==> src/rtl/evt_timer_pkg.sv <==
package evt_timer_pkg;
   localparam int unsigned MIN_IDX_W  = 3;
   localparam logic [2:0]  IDX_CTRL   = 3'd0;
   localparam logic [2:0]  IDX_STATUS = 3'd1;
   localparam logic [2:0]  IDX_NOW    = 3'd3;
   localparam logic [2:0]  IDX_RELOAD = 3'd6;
endpackage

==> src/rtl/shared_tick_counter.sv <==
module shared_tick_counter #(
   parameter int unsigned W = 32
) (
   input  logic         clk,
   input  logic         rst_n,
   output logic [W-1:0] count
);
   always_ff @(posedge clk) begin
      if (!rst_n) count <= '0;
      else        count <= count + 1'b1;
   end

   // advances by exactly one every cycle, wrapping
   p_count_step_r1: assert property (@(posedge clk) disable iff (!rst_n)
      1'b1 |=> count == W'($past(count) + 1'b1));
endmodule

==> src/rtl/core_event_unit.sv <==
module core_event_unit
   import evt_timer_pkg::*;
#(
   parameter int unsigned W     = 32,
   parameter int unsigned IDX_W = 4
) (
   input  logic             clk,
   input  logic             rst_n,
   input  logic [W-1:0]     now,
   input  logic [IDX_W-1:0] idx,
   input  logic             we,
   input  logic [W-1:0]     wdata,
   output logic [W-1:0]     rdata,
   output logic             irq
);
   localparam logic [IDX_W-1:0] I_CTRL   = IDX_W'(IDX_CTRL);
   localparam logic [IDX_W-1:0] I_STATUS = IDX_W'(IDX_STATUS);
   localparam logic [IDX_W-1:0] I_NOW    = IDX_W'(IDX_NOW);
   localparam logic [IDX_W-1:0] I_RELOAD = IDX_W'(IDX_RELOAD);

   logic         enable, armed, pending;
   logic [W-1:0] remain;
   logic         wr_ctrl, wr_status, wr_reload, clear_req, expire;

   assign wr_ctrl   = we && (idx == I_CTRL);
   assign wr_status = we && (idx == I_STATUS);
   assign wr_reload = we && (idx == I_RELOAD);
   assign clear_req = wr_status && (wdata == '0);
   // a reload on the expiry edge replaces the old event
   assign expire    = armed && (remain == W'(1)) && !wr_reload;

   always_ff @(posedge clk) begin
      if (!rst_n) begin
         enable  <= 1'b0;
         armed   <= 1'b0;
         remain  <= '0;
         pending <= 1'b0;
      end else begin
         if (wr_ctrl) enable <= wdata[0];
         if (wr_reload) begin
            armed  <= (wdata != '0);
            remain <= wdata;
         end else if (armed) begin
            remain <= remain - 1'b1;
            if (expire) armed <= 1'b0;
         end
         if (expire && enable) pending <= 1'b1;
         else if (clear_req)   pending <= 1'b0;
      end
   end

   always_comb begin
      rdata = '0;
      case (idx)
         I_CTRL:   rdata[0] = enable;
         I_STATUS: rdata[0] = pending;
         I_NOW:    rdata    = now;
         default:  rdata    = '0;
      endcase
   end

   assign irq = pending;

   // enabled expiry raises status on the next cycle
   p_fire_r3: assert property (@(posedge clk) disable iff (!rst_n)
      armed && remain == W'(1) && enable && !wr_reload |=> pending);
   // expiry leaves the unit idle
   p_oneshot_r5: assert property (@(posedge clk) disable iff (!rst_n)
      armed && remain == W'(1) && !wr_reload |=> !armed);
   // status cannot appear while disabled
   p_gate_r6: assert property (@(posedge clk) disable iff (!rst_n)
      !enable && !pending |=> !pending);
   // status holds until a zero write to the status index
   p_hold_r7: assert property (@(posedge clk) disable iff (!rst_n)
      pending && !(we && idx == I_STATUS && wdata == '0) |=> pending);
   // zero delta arms nothing
   p_zero_r10: assert property (@(posedge clk) disable iff (!rst_n)
      we && idx == I_RELOAD && wdata == '0 |=> !armed);
endmodule

==> src/rtl/core_event_timer_bank.sv <==
module core_event_timer_bank
   import evt_timer_pkg::*;
#(
   parameter int unsigned NUM_CORES = 4,
   parameter int unsigned CNT_W     = 32,
   parameter int unsigned IDX_W     = 4
) (
   input  logic                       clk,
   input  logic                       rst_n,
   input  logic [NUM_CORES*IDX_W-1:0] reg_idx,
   input  logic [NUM_CORES-1:0]       reg_we,
   input  logic [NUM_CORES*CNT_W-1:0] reg_wdata,
   output logic [NUM_CORES*CNT_W-1:0] reg_rdata,
   output logic [NUM_CORES-1:0]       irq
);
   generate
      if (NUM_CORES < 1) begin : g_bad_cores
         $error("NUM_CORES must be at least 1");
      end
      if (CNT_W < 2) begin : g_bad_width
         $error("CNT_W must be at least 2");
      end
      if (IDX_W < MIN_IDX_W) begin : g_bad_idx
         $error("IDX_W too narrow for register indices");
      end
   endgenerate

   logic [CNT_W-1:0] now;

   shared_tick_counter #(.W(CNT_W)) u_counter (
      .clk   (clk),
      .rst_n (rst_n),
      .count (now)
   );

   for (genvar c = 0; c < NUM_CORES; c++) begin : g_core
      core_event_unit #(.W(CNT_W), .IDX_W(IDX_W)) u_unit (
         .clk   (clk),
         .rst_n (rst_n),
         .now   (now),
         .idx   (reg_idx[c*IDX_W +: IDX_W]),
         .we    (reg_we[c]),
         .wdata (reg_wdata[c*CNT_W +: CNT_W]),
         .rdata (reg_rdata[c*CNT_W +: CNT_W]),
         .irq   (irq[c])
      );
   end
endmodule

==> config.mk <==
export PLATFORM = sky130hd
export DESIGN_NAME = core_event_timer_bank
export DESIGN_NICKNAME = d
export VERILOG_FILES = /design/src/rtl/evt_timer_pkg.sv /design/src/rtl/shared_tick_counter.sv /design/src/rtl/core_event_unit.sv /design/src/rtl/core_event_timer_bank.sv
export SDC_FILE = /design/constraint.sdc
export NUM_CORES = 1
export LEC_CHECK = 0
export ABC_CLOCK_PERIOD_IN_PS = 3310
export BUFFER_PORTS_ARGS = -buffer_cell sky130_fd_sc_hd__buf_4
export CAP_MARGIN = 20
export CORE_MARGIN = 1
export CORE_UTILIZATION = 55
export CTS_BUF_LIST = sky130_fd_sc_hd__clkbuf_4 sky130_fd_sc_hd__clkbuf_8
export DETAILED_ROUTE_END_ITERATION = 6
export PLACE_DENSITY = 0.84
export SLEW_MARGIN = 20
export SYNTH_ARGS = -nofsm -noshare
export SYNTH_HDL_FRONTEND = slang
export SYNTH_SLANG_ARGS = --single-unit
==> constraint.sdc <==
create_clock -name clk -period 3.31 [get_ports clk]
set_input_delay 0.4965 -clock clk [delete_from_list [all_inputs] [get_ports clk]]
set_output_delay 0.4965 -clock clk [all_outputs]
set_load 0.01 [all_outputs]
==> metrics.yaml, run 1 <==
power_and_ir_drop:
  switchingPower_mw: 1.24
  ir_drop_uv: 273
  leakage_nw: 5.12
  swShare_pct: 27.8
  internal_power_mw: 3.22
  power-per-cell-area_nw_per_um2: 353
  seq_power_share_pct: 49.7
  p_clk_share_pct: 34.7
  combPwrFrac_pct: 15.6
timing:
  worstMarginPinSlew_ns: 0.998
  fin_crit_ns: 2.70
  hold_viol_final: 0
  layout_setup_ws_ns: 0.612
  max_freq_mhz: 371
  max_slew_margin_pct: 33.5
  finalCritPeriodShare_pct: 81.5
  setup_viol: 0
  final.setup_skew_ns: 0.0153
  slew_viol_final: 0
  rsz0062_at_grt: "no"
  finalSetupTns_ns: 0
die:
  die_w_microns: 137
  die_h_microns: 137
  ios: 282
  rows: 48
  die_area_sq_um: 18700
  start_util_pct: 56.9
  core_area_sq_um: 17500
synthesis:
  seq_area_frac_synth_pct: 34.5
  synth_cell_types: 62
  synthCells: 1249
  ys_seq_elements: 172
  synth_area_per_cell_sq_um: 7.99
  async_flop_share_pct: 0
  syn_nets: 1408
  synth_ff_type: "dfxtp_1"
  synth_warnings: 0
  syn-cell-area_sq_um: 9980
  synth-edff-count: 0
critical_path:
  crit_type: "reg -> reg"
  critical-path-top-delay-family: "simple AND/OR/NAND/NOR gates"
  max_stage_delay_ns: 0.53
  end_kind: "register"
  path_max_fanout: 12
  start_kind: "register"
  worst-path-buf-inv: 0
  path_cells: "or3b_2 -> nand3b_1 -> or3_4 -> or4_1 -> a311oi_1"
  cp_data_required_time_ns: 3.68
  crit_arrival_ns: 3.07
  cp_slowest_cell: "or3_4"
run:
  max-cap-violations: 0
routing:
  vias_per_cell: 5.87
  num_vias: 10100
  firstDrtPassIters: 5
  drt-initial-drc-count: 700
  ant_nets: 0
  routed_wl_mm: 28.3
  detail_route.wl_per_cell_microns: 16.5
  drc: 0
grt:
  gr-total-overflow: 0
  grt_first_pass_wirelength_mm: 44.2
  grtUsageTotal_pct: 29.7
  grt_pass1_vias: 8977
  grt_max_degree: 66
  antenna_found_initial: 0
cells_and_area:
  final_nets: 1644
  drive_gt1_share_pct: 24.0
  areaGrowthSynthToFinish_pct: 26.4
  fin_area_sq_um: 12600
  diodes: 0
clock_tree:
  numCtsBuffers: 17
  cts_buffer_depth: 2
  root_buffer: "clkbuf_8"
  cts_hold_buf: 0
  clock_latency_ns: 0.45
  cts_setup_buffers: 0
  clock_sinks: 172
  clk_pin_slew_worst_paths_ns: 0.09
  cts_max_level: 4
  cts_resized: 0
  cts_tree: "yes"
place:
  hpwl_mm: 20.7
  gp_congestion: 0.898
  dpl-instance-area_sq_um: 12200
  dp_slack_ns: 0.653
  numPortBuffers: 281
hold_path:
  hold_path_class: "in -> reg"
status:
  status: "complete, no violations"
==> power by group through the flow <==
stage | registers [mW] | clock network, mW | logic, mW
6_report | 2.22 | 1.54 | 0.697
5_1_grt | 2.23 | 1.65 | 0.762
4_1_cts | 2.21 | 1.56 | 0.690
3_5_place_dp | 2.26 | 0 | 0.683
3_3_place_gp | 2.26 | 0 | 0.671
2_1_floorplan | 2.24 | 0 | 0.414
==> synth_stat cells (4+ instances only) <==
| cell type | count | area share (%) |
|---|---|---|
| dfxtp_1 | 172 | 34 |
| nor2_1 | 166 | 6.2 |
| and2_1 | 125 | 7.8 |
| a211oi_1 | 78 | 5.9 |
| nor4_1 | 77 | 4.8 |
| clkbuf_1 | 76 | 2.9 |
| xnor2_1 | 75 | 6.6 |
| xor2_1 | 54 | 4.7 |
| nand2_1 | 48 | 1.8 |
| o21ai_0 | 43 | 2.2 |
| nor3_1 | 42 | 2.1 |
| nand4_1 | 35 | 2.2 |
| a21oi_1 | 32 | 1.6 |
| nand3_1 | 30 | 1.5 |
| or3_1 | 29 | 1.8 |
| or4_1 | 18 | 1.4 |
| a311oi_1 | 10 | 0.88 |
| and3_1 | 10 | 0.63 |
| inv_1 | 10 | 0.38 |
| ha_1 | 9 | 1.1 |
| or2_2 | 9 | 0.56 |
| a31oi_1 | 8 | 0.50 |
| mux2i_1 | 8 | 0.80 |
| nand4b_1 | 8 | 0.70 |
| nor3b_1 | 5 | 0.38 |
| o31ai_1 | 5 | 0.38 |
| buf_4 | 4 | 0.30 |
| mux2_2 | 4 | 0.45 |
| nand2b_1 | 4 | 0.25 |
| o22ai_1 | 4 | 0.25 |
==> sequential cells by signal (all words and copies together), names as in the netlist <==
| name | flops |
|---|---|
| g_core.u_unit.irq | 4 |
| g_core.u_unit.remain | 128 |
| g_core.u_unit.armed | 4 |
| u_counter.count | 32 |
| g_core.u_unit.enable | 4 |
==> cell families after synthesis <==
group	Yosys count	share of synthesized area, %
XOR/XNOR	129	11.3
AO/OA/AOI/OAI	202	13.6
adder cells (fa/ha/maj)	9	1.13
AND/OR/NAND/NOR	631	34.5
buffers and inverters	94	3.76
multiplexers	12	1.25
flip-flops	172	34.5
==> per-stage QoR <==
stage	hold slack (ns)	total power, mW	utilization [%]	cells
2_1_floorplan	0.444	2.65	-	1249
5_1_grt	0.268	4.64	72.0	1722
3_3_place_gp	0.466	2.93	69.6	1691
6_report	0.262	4.46	72.0	1722
3_5_place_dp	0.477	2.94	69.6	1691
4_1_cts	0.232	4.47	72.0	1722
==> layout by cell type (no fill, tap or decap), types with 17 or more instances in the layout <==
cell type  instances
nand4_1           35
nor2_1           166
xnor2_1           75
buf_4            299
dfxtp_1          172
a21oi_1           32
clkbuf_8          17
nor3_1            40
o21ai_0           43
or4_1             18
a211oi_1          78
nand3_1           29
or3_1             28
and2_1           125
xor2_1            54
nor4_1            77
nand2_1           48
==> final timing paths <==
path | start | end | slack [ns] | cells past startpoint
max | g_core[1].u_unit.armed | g_core[1].u_unit.remain[29] | 0.61 | 5
min | reg_wdata[30] | g_core[0].u_unit.remain[30] | 0.26 | 3
max reg2reg | g_core[1].u_unit.armed | g_core[1].u_unit.remain[29] | 0.61 | 5
min reg2reg | g_core[1].u_unit.enable | g_core[1].u_unit.irq | 0.50 | 2
==> routing by layer <==
layer / up-vias / global-route usage [%] / part of all wire (%)
li1: 4993 / - / -
met1: 4743 / 37.3 / 43
met2: 337 / 51.4 / 49
met3: 37 / 5.11 / 6.2
met4: 0 / 9.44 / 1.8
met5: - / 0 / 0
==> layout make-up <==
cell class	instances	area, sq um
fillers	1392	4920
inverters	11	43.8
clock buffers	18	241
flip-flops and latches	172	3440
multi-input cells	983	6180
clock inverters	13	166
well taps	225	282
repair buffers	300	2260
==> worst register-to-register path: stages, from the launching register on <==
cell and delay [ns]:
dfxtp_1 0.44, or3b_2 0.52, nand3b_1 0.45, or3_4 0.53, or4_1 0.42, a311oi_1 0.26
Power figures use the tool's default switching activity.
==> run 2: changes to the inputs <==
Settings changed: ABC_AREA set to 1, ABC_CLOCK_PERIOD_IN_PS 3310 to 2600, PLACE_DENSITY 0.84 to 0.81.
Clock period 3.31 ns to 2.6 ns, I/O delays scaled along.
==> metrics.yaml, run 2 <==
synthesis:
  ys_top_cells_by_area: "dfxtp_1 27%, nor2_1 14%, nand2_1 13%"
  synth_warnings: 0  # unchanged
  synth_common_cells: "474 x nor2_1, 466 x nand2_1, 348 x inv_1"
  yosysTopAreaCellShare_pct: 26.5  # -8.0 points
  ys_seq_elements: 172  # unchanged
  synth-edff-count: 0  # unchanged
  synth_top_cell_by_area: "dfxtp_1"
  synth_area_per_cell_sq_um: 5.82  # -27%
  async_flop_share_pct: 0  # unchanged
  syn_nets: 2390  # +70%
  seq_area_frac_synth_pct: 26.5  # -8.0 points
  syn-cell-area_sq_um: 13000  # +30%
  synth_cell_types: 38  # -39%
  synthCells: 2231  # +79%
  synth_most_common_cell: "nor2_1"
  synth_ff_type: "dfxtp_1"
hold_path:
  hold_path_class: "in -> reg"
cells_and_area:
  diodes: 0  # unchanged
  final.fill_count: 2197  # +58%
  largest_reg_flops: 128  # unchanged
  reg_top3: "g_core.u_unit.remain (128), u_counter.count (32)"
  final_cell_mix: "474 x nor2_1, 466 x nand2_1, 348 x inv_1"
  top_register: "g_core.u_unit.remain"
  fin_cells: 2807  # +63%
  seq_area_sq_um: 3440  # unchanged
  final_common_cell: "nor2_1"
  final_nets: 2640  # +61%
  areaGrowthSynthToFinish_pct: 21.2
  drive_gt1_share_pct: 18.2  # -5.8 points
  multi_input_area_sq_um: 7770  # +26%
critical_path:
  start_kind: "register"
  path_max_fanout: 6  # -6
  end_kind: "primary output"
  crit_type: "reg -> out"
  crit_arrival_ns: 1.58  # -1.49 ns
  cp_data_required_time_ns: 2.21  # -1.47 ns
timing:
  max_freq_mhz: 507
  slew_viol_final: 0  # unchanged
  worstMarginPinSlew_ns: 1.02  # +0.0186 ns
  max_slew_margin_pct: 32.2  # -1.3 points
  fin_crit_ns: 1.97
  setup_viol: 0  # unchanged
  finalSetupTns_ns: 0  # unchanged
  hold_viol_final: 0  # unchanged
  finalCritPeriodShare_pct: 75.8
  rsz0062_at_grt: "no"
  final.setup_skew_ns: 0.0178  # +0.00247 ns
routing:
  ant_nets: 0  # unchanged
  firstDrtPassIters: 6  # +1
  drc: 0  # unchanged
  detail_route.wl_per_cell_microns: 15.2  # -7.9%
  num_vias: 15100  # +50%
  vias_per_cell: 5.39  # -8.2%
  drt-initial-drc-count: 1312  # +87%
  routed_wl_mm: 42.6  # +50%
clock_tree:
  clock_sinks: 172  # unchanged
  cts_buffer_depth: 2  # unchanged
  root_buffer: "clkbuf_8"
  numCtsBuffers: 17  # unchanged
  cts_resized: 0  # unchanged
  cts_tree: "yes"
  cts_max_level: 4  # unchanged
  clk_pin_slew_worst_paths_ns: 0.10  # about the same
  cts_hold_buf: 0  # unchanged
  cts_setup_buffers: 0  # unchanged
  clock_latency_ns: 0.48  # +0.03 ns
grt:
  grt_first_pass_wirelength_mm: 67.5  # +53%
  grt_max_degree: 50  # -24%
  antenna_found_initial: 0  # unchanged
  grt_pass1_vias: 14100  # +57%
  grtUsageTotal_pct: 34.6  # +4.9 points
  gr-total-overflow: 0  # unchanged
die:
  die_area_sq_um: 24200  # +30%
  die_h_microns: 156  # +14%
  rows: 55  # +15%
  ios: 282  # unchanged
  core_area_sq_um: 22900  # +31%
  start_util_pct: 56.7  # -0.24 points
  die_w_microns: 156  # +14%
place:
  post-place-cells: 2775  # +64%
  hpwl_mm: 33.0  # +59%
  gp_congestion: 0.985  # +9.7%
  numPortBuffers: 281  # unchanged
status:
  status: "complete, no violations"
run:
  max-cap-violations: 0  # unchanged
power_and_ir_drop:
  ir_drop_uv: 282  # +3.2%
  power-per-cell-area_nw_per_um2: 473  # +34%
  leakage_nw: 7.27  # +42%
## run 2: cell count changes in the layout (fill, tap and decap cells not counted), moves of 62 or more
cell	before	now
o22ai_1	4	66
nand2_1	48	466
nand3_1	29	121
a211oi_1	78	0
inv_1	10	348
nor4_1	77	0
nor2_1	166	474
and2_1	125	4
xnor2_1	75	2
a21oi_1	32	135
## run 2: kinds of logic (layout without fill, tap and decap cells)
logic type,after synthesis,in the layout,synth area share [%]
AND/OR/NAND/NOR,1228,1228,41.0
adder cells (fa/ha/maj),9,9,0.867
AO/OA/AOI/OAI,340,340,14.9
flip-flops,172,172,26.5
buffers and inverters,437,700,13.7
XOR/XNOR,45,45,3.03
## run 2: metrics by stage
step	setup WS, ns	instance area [sq um]	total power, mW	hold WS [ns]	utilization [%]
final	0.629	15700	7.44	0.192	68.7
after global routing	0.574	15700	7.84	0.190	68.7
after CTS	0.631	15700	7.41	0.187	68.7
after detailed placement	0.568	15300	5.13	0.456	66.6
after global placement	0.614	15300	5.09	0.447	66.6
after floorplan	1.09	13000	4.46	0.438	-
## run 2: report_power, final
group,internal [mW],switching [mW],total (mW)
clock,1.26,1.05,2.31
combinational,0.830,1.51,2.34
sequential,2.71,0.0816,2.79
## run 2: path summary, 6_finish.rpt
path,start,to,slack (ns),cells after the start
min reg2reg,u_counter.count[29],u_counter.count[29],0.47,2
max reg2reg,g_core[3].u_unit.remain[0],g_core[3].u_unit.remain[30],0.73,10
max,u_counter.count[0],reg_rdata[64],0.63,3
min,reg_wdata[103],g_core[3].u_unit.remain[7],0.19,3
## run 2: final cells by class
class                      count  area share, %
clock buffer                  23           1.89
clock inverter                 9           1.15
inverter                     371           8.87
multi-input combinational   1622           49.4
sequential                   172           21.9
tap                          313           2.49
timing repair buffer         297           14.3
## run 2: per-layer routing
layer	GRT usage, %	up-vias	part of all wire (%)
li1	-	7555	-
met1	43.3	6867	42
met2	59.2	623	48
met3	6.00	89	7.4
met4	13.2	0	3.1
met5	0	-	0
## run 2: worst max-delay path, cell delays in order (launching register included)
cell	delay (ns)
dfxtp_1	0.35
inv_1	0.35
o221ai_1	0.22
buf_4	0.19
